<file path="src/rtl/laundry_pkg.sv">
package laundry_pkg;

  localparam int unsigned NUM_STAGES = 4;
  localparam int unsigned STG_SOAK   = 0;
  localparam int unsigned STG_WASH   = 1;
  localparam int unsigned STG_RINSE  = 2;
  localparam int unsigned STG_SPIN   = 3;

  localparam int unsigned ST_W = 3;

  typedef enum logic [ST_W-1:0] {
    ST_IDLE   = 3'd0,
    ST_SOAK   = 3'd1,
    ST_WASH1  = 3'd2,
    ST_RINSE1 = 3'd3,
    ST_WASH2  = 3'd4,
    ST_RINSE2 = 3'd5,
    ST_SPIN   = 3'd6
  } wash_state_t;

endpackage

</file>
<file path="src/rtl/laundry_rst_sync.sv">
module laundry_rst_sync #(
  parameter int unsigned STAGES = 2
) (
  input  logic clk,
  input  logic rst_n,
  output logic rst_sync_n
);

  localparam int unsigned LAST = STAGES - 1;

  logic [LAST:0] chain_q;

  // Asynchronous clear, synchronous release through a flop chain.
  always_ff @(posedge clk or negedge rst_n) begin
    if (!rst_n) begin
      chain_q <= '0;
    end else begin
      chain_q[0] <= 1'b1;
      for (int i = 1; i <= int'(LAST); i++) begin
        chain_q[i] <= chain_q[i-1];
      end
    end
  end

  assign rst_sync_n = chain_q[LAST];

endmodule

</file>
<file path="src/rtl/laundry_next_state.sv">
module laundry_next_state
  import laundry_pkg::*;
(
  input  wash_state_t cur_state,
  input  logic        coin,
  input  logic        tmr_done,
  input  logic        dbl_wash,
  input  logic        lid_open,
  output wash_state_t nxt_state,
  output logic        state_en
);

  logic spin_paused;
  logic advance;

  // A raised lid only freezes the spin stage; elsewhere it is ignored.
  assign spin_paused = (cur_state == ST_SPIN) && lid_open;
  assign advance     = tmr_done && !spin_paused;

  always_comb begin
    nxt_state = cur_state;
    unique case (cur_state)
      ST_IDLE:   if (coin)    nxt_state = ST_SOAK;
      ST_SOAK:   if (advance) nxt_state = ST_WASH1;
      ST_WASH1:  if (advance) nxt_state = ST_RINSE1;
      ST_RINSE1: if (advance) nxt_state = dbl_wash ? ST_WASH2 : ST_SPIN;
      ST_WASH2:  if (advance) nxt_state = ST_RINSE2;
      ST_RINSE2: if (advance) nxt_state = ST_SPIN;
      ST_SPIN:   if (advance) nxt_state = ST_IDLE;
      default:                nxt_state = ST_IDLE;
    endcase
  end

  assign state_en = (nxt_state != cur_state);

endmodule

</file>
<file path="src/rtl/laundry_state_reg.sv">
module laundry_state_reg
  import laundry_pkg::*;
(
  input  logic        clk,
  input  logic        rst_n,
  input  logic        en,
  input  wash_state_t d,
  output wash_state_t q
);

  always_ff @(posedge clk or negedge rst_n) begin
    if (!rst_n) begin
      q <= ST_IDLE;
    end else if (en) begin
      q <= d;
    end
  end

endmodule

</file>
<file path="src/rtl/laundry_out_dec.sv">
module laundry_out_dec
  import laundry_pkg::*;
(
  input  wash_state_t           cur_state,
  input  logic                  lid_open,
  output logic [NUM_STAGES-1:0] stage_oh,
  output logic                  spin_motor,
  output logic                  busy
);

  always_comb begin
    stage_oh = '0;
    unique case (cur_state)
      ST_SOAK:             stage_oh[STG_SOAK]  = 1'b1;
      ST_WASH1, ST_WASH2:  stage_oh[STG_WASH]  = 1'b1;
      ST_RINSE1, ST_RINSE2: stage_oh[STG_RINSE] = 1'b1;
      ST_SPIN:             stage_oh[STG_SPIN]  = 1'b1;
      default:             stage_oh = '0;
    endcase
  end

  assign busy       = (cur_state != ST_IDLE);
  assign spin_motor = (cur_state == ST_SPIN) && !lid_open;

endmodule

</file>
<file path="src/rtl/laundry_seq.sv">
module laundry_seq
  import laundry_pkg::*;
#(
  parameter int unsigned RST_SYNC_STAGES = 2
) (
  input  logic                  clk,
  input  logic                  rst_n,
  input  logic                  coin_i,
  input  logic                  tmr_done_i,
  input  logic                  dbl_wash_i,
  input  logic                  lid_open_i,
  output logic [NUM_STAGES-1:0] stage_oh_o,
  output logic                  spin_motor_o,
  output logic                  busy_o
);

  logic        rst_sync_n;
  wash_state_t cur_state;
  wash_state_t nxt_state;
  logic        state_en;

  laundry_rst_sync #(
    .STAGES(RST_SYNC_STAGES)
  ) u_rst_sync (
    .clk       (clk),
    .rst_n     (rst_n),
    .rst_sync_n(rst_sync_n)
  );

  laundry_next_state u_next (
    .cur_state(cur_state),
    .coin     (coin_i),
    .tmr_done (tmr_done_i),
    .dbl_wash (dbl_wash_i),
    .lid_open (lid_open_i),
    .nxt_state(nxt_state),
    .state_en (state_en)
  );

  laundry_state_reg u_state (
    .clk  (clk),
    .rst_n(rst_sync_n),
    .en   (state_en),
    .d    (nxt_state),
    .q    (cur_state)
  );

  laundry_out_dec u_dec (
    .cur_state (cur_state),
    .lid_open  (lid_open_i),
    .stage_oh  (stage_oh_o),
    .spin_motor(spin_motor_o),
    .busy      (busy_o)
  );

endmodule

</file>
<file path="config.mk">
export PLATFORM = sky130hd
export DESIGN_NAME = laundry_seq
export DESIGN_NICKNAME = d
export VERILOG_FILES = /design/src/rtl/laundry_pkg.sv /design/src/rtl/laundry_rst_sync.sv /design/src/rtl/laundry_next_state.sv /design/src/rtl/laundry_state_reg.sv /design/src/rtl/laundry_out_dec.sv /design/src/rtl/laundry_seq.sv
export SDC_FILE = /design/constraint.sdc
export NUM_CORES = 1
export LEC_CHECK = 0
export ABC_AREA = 1
export BUFFER_PORTS_ARGS = -buffer_cell sky130_fd_sc_hd__buf_4
export CORE_AREA = 2 2 39 41
export DETAILED_ROUTE_END_ITERATION = 8
export DIE_AREA = 0 0 41 43
export GPL_ROUTABILITY_DRIVEN = 1
export SLEW_MARGIN = 25
export SYNTH_ARGS = -nofsm -noshare
export SYNTH_HDL_FRONTEND = slang
export SYNTH_SLANG_ARGS = --single-unit
</file>
<file path="constraint.sdc">
create_clock -name clk -period 3.2 [get_ports clk]
set_clock_uncertainty 0.2 [all_clocks]
set_input_delay 0.64 -clock clk [delete_from_list [all_inputs] [get_ports clk]]
set_output_delay 0.64 -clock clk [all_outputs]
set_load 0.05 [all_outputs]
</file>
==> reports/qor.csv <==
stage;metric;value;unit
outcome;status;finished, final reports clean;
grt;overflow;0;
worst_setup_path;endpoint_kind;output port;
worst_setup_path;cp_cell_sequence;nand3_1 > nor2_1 > buf_4;
floorplan;die_area;1763;um^2
min_path;hp-class;reg2reg;
routing;vias;331;
routing;drc_errors;0;
min_path;min_delay_path_depth;0;
placed_design;pre_cts_ws;1.304;ns
sta;worst_slack;1.055;ns
floorplan;rows;14;
logic_synthesis;syn_nets;54;
sta;slew_violations;0;
sta;holdWs;0.1501;ns
sta;min_period;2.145;ns
routing;drtIter0Drc;7;
routing;vias_per_cell;4.190;
cts;cts_made_buffers;3;
worst_setup_path;cp.depth;3;
cts;clkLatencyLatePin;0.24;ns
cells_and_area;seqCellArea;125.1;um^2
grt;grt_pass1_vias;292;
cts;postCtsSetupRepairBufs;0;
logic_synthesis;seq_area_frac_synth;36.23;%
cts;cts_max_path_buffers;2;
cells_and_area;fin_nets;70;
cells_and_area;antenna_cells;0;
logic_synthesis;synth_common_cells;15 x nand2_1, 6 x inv_1, 5 x dfrtp_1;
worst_setup_path;crit_buf_inv;1;
worst_setup_path;crit_family;flip-flops;
cells_and_area;multiInputGateArea;167.7;um^2
cts;cts_tree;built;
routing;routed_wl;636;um
pwr;peakVddDrop;0.3094;mV
flow_run;maxCapViolCount;0;
logic_synthesis;syn_inst;48;
logic_synthesis;yosys_register_bits;5;
logic_synthesis;syn_area;345.3;um^2
sta;rsz0062_at_grt;no;
logic_synthesis;synth_edf_count;0;
cells_and_area;fill_cells;148;
pwr;power_density;1023;nW/um^2
logic_synthesis;synth_most_common_cell;nand2_1;
cts;h-tree-depth;1;
cells_and_area;drive_gt1_share;33.33;%
floorplan;start_util;24.95;%
grt;grtUsageTotal;8.907;%
sta;setup-violations-final;0;
pwr;p_leak;0.0002683;uW
grt;antenna_found_initial;0;
logic_synthesis;synth_area_leaders;dfrtp_1 36%, nand2_1 16%, buf_6 6.5%;
cts;cts-resized-gates;0;
logic_synthesis;ys.flop_type;dfrtp_1;
routing;postRouteAntennaNets;0;
floorplan;ios;12;
placed_design;gp_routability_congestion;0.7123;
logic_synthesis;yosys.area.top_type_share;36.23;%
sta;clock.fmax;0.4663;GHz
sta;min_period_over_period;67.02;%
logic_synthesis;synth-async-reset-ratio;100.0;%
worst_setup_path;cp.required;2.36;ns
worst_setup_path;crit_type;reg2out;
worst_setup_path;crit_path_max_incr_delay;0.57;ns
sta;hold_viol;0;
worst_setup_path;cp_max_fo;10;
logic_synthesis;synthDistinctLibCells;15;
worst_setup_path;r2r_cells;7;
cts;cts.sinks;5;
routing;first_pass_iters;4;
pwr;power.total;482.6;uW
worst_setup_path;worst_path_max_delay_cell;dfrtp_1;
floorplan;dieHeight;43;um
cts;cts-root-buf;clkbuf_4;
cts;clk_pin_slew;0.04;ns
cells_and_area;area_growth;36.59;%
routing;wl_per_cell;8.051;um
cells_and_area;post-route-util;34.09;%
placed_design;place_hpwl;488.6;um
logic_synthesis;synth_top_area_cell;dfrtp_1;
worst_setup_path;critical_path.startpoint_type;register;
logic_synthesis;ys_warn_count;0;
logic_synthesis;synth.avg_cell_area;7.194;um^2
worst_setup_path;critPathArrivalTime;1.30;ns
sta;setup_tns;0;ns
grt;grt_pass1_wl;1.041;mm
floorplan;die_width;41;um
grt;grt_max_degree;11;
floorplan;core-area;1384;um^2
placed_design;port_buffers;11;
## worst paths after layout
path,startpoint,to,slack (ns)
min in group asynchronous,u_rst_sync.chain_q[1],u_state.q[0],0.37
worst max register to register,u_state.q[1],u_state.q[0],1.86
worst max-delay path,u_state.q[1],spin_motor_o,1.06
max in group asynchronous,rst_n,u_rst_sync.chain_q[1],2.20
worst min-delay path,u_rst_sync.chain_q[0],u_rst_sync.chain_q[1],0.15
worst min register to register,u_rst_sync.chain_q[0],u_rst_sync.chain_q[1],0.15
## placed cells by master, fill, tap and decap left out, types with 2 or more instances in the layout
cell	count
nand2_1	15
buf_4	11
inv_1	6
dfrtp_1	5
nor2_1	4
nand3_1	3
clkbuf_4	3
inv_2	2
nor3_1	2
nand2_2	2
nand4_1	2
dlygate4sd3_1	2
## kinds of logic (layout without fill, tap and decap cells)
group / after synthesis / count (layout) / synth area share [%]
buffers and inverters: 10 / 25 / 15.22
other: 1 / 1 / 1.086
flip-flops: 5 / 5 / 36.23
AO/OA/AOI/OAI: 1 / 1 / 1.448
AND/OR/NAND/NOR: 31 / 31 / 46.01
## layout make-up
cell class | instances | share of cell area, %
clock buffer | 4 | 5.570
inverter | 8 | 6.366
multi-input combinational | 33 | 35.54
sequential | 5 | 26.53
tap | 16 | 4.244
timing repair buffer | 13 | 21.75
## repair_timing
action	CTS	global route
hold buffers	2	0
endpoints found under the setup margin	0	0
endpoints found under the hold margin	5	0
## metal layers
| metal | vias to the layer above | wire length [um] | track usage [%] |
|---|---|---|---|
| met5 | - | 0 | 0 |
| met4 | 0 | 0 | 6.000 |
| met3 | 0 | 57 | 3.141 |
| met2 | 9 | 294 | 13.13 |
| met1 | 145 | 283 | 10.23 |
| li1 | 177 | - | - |
## state kept, by name, summed over array words and instances (netlist names)
register / count
u_rst_sync.chain_q: 2
u_state.q: 3
## per-stage QoR
stage          std cells  instance area [um^2]
3_5_place_dp          73                 425.4
2_1_floorplan         48                 345.3
5_1_grt               79                 471.7
6_report              79                 471.7
4_1_cts               79                 471.7
3_3_place_gp          73                 425.4
## power by group
group	switching (uW)	leakage [uW]	internal (uW)
logic	200	0.000192	90.6
clock network	24.9	0.0000150	47.1
registers	38.5	0.0000612	81.4
(Power assumes the default switching activity.)
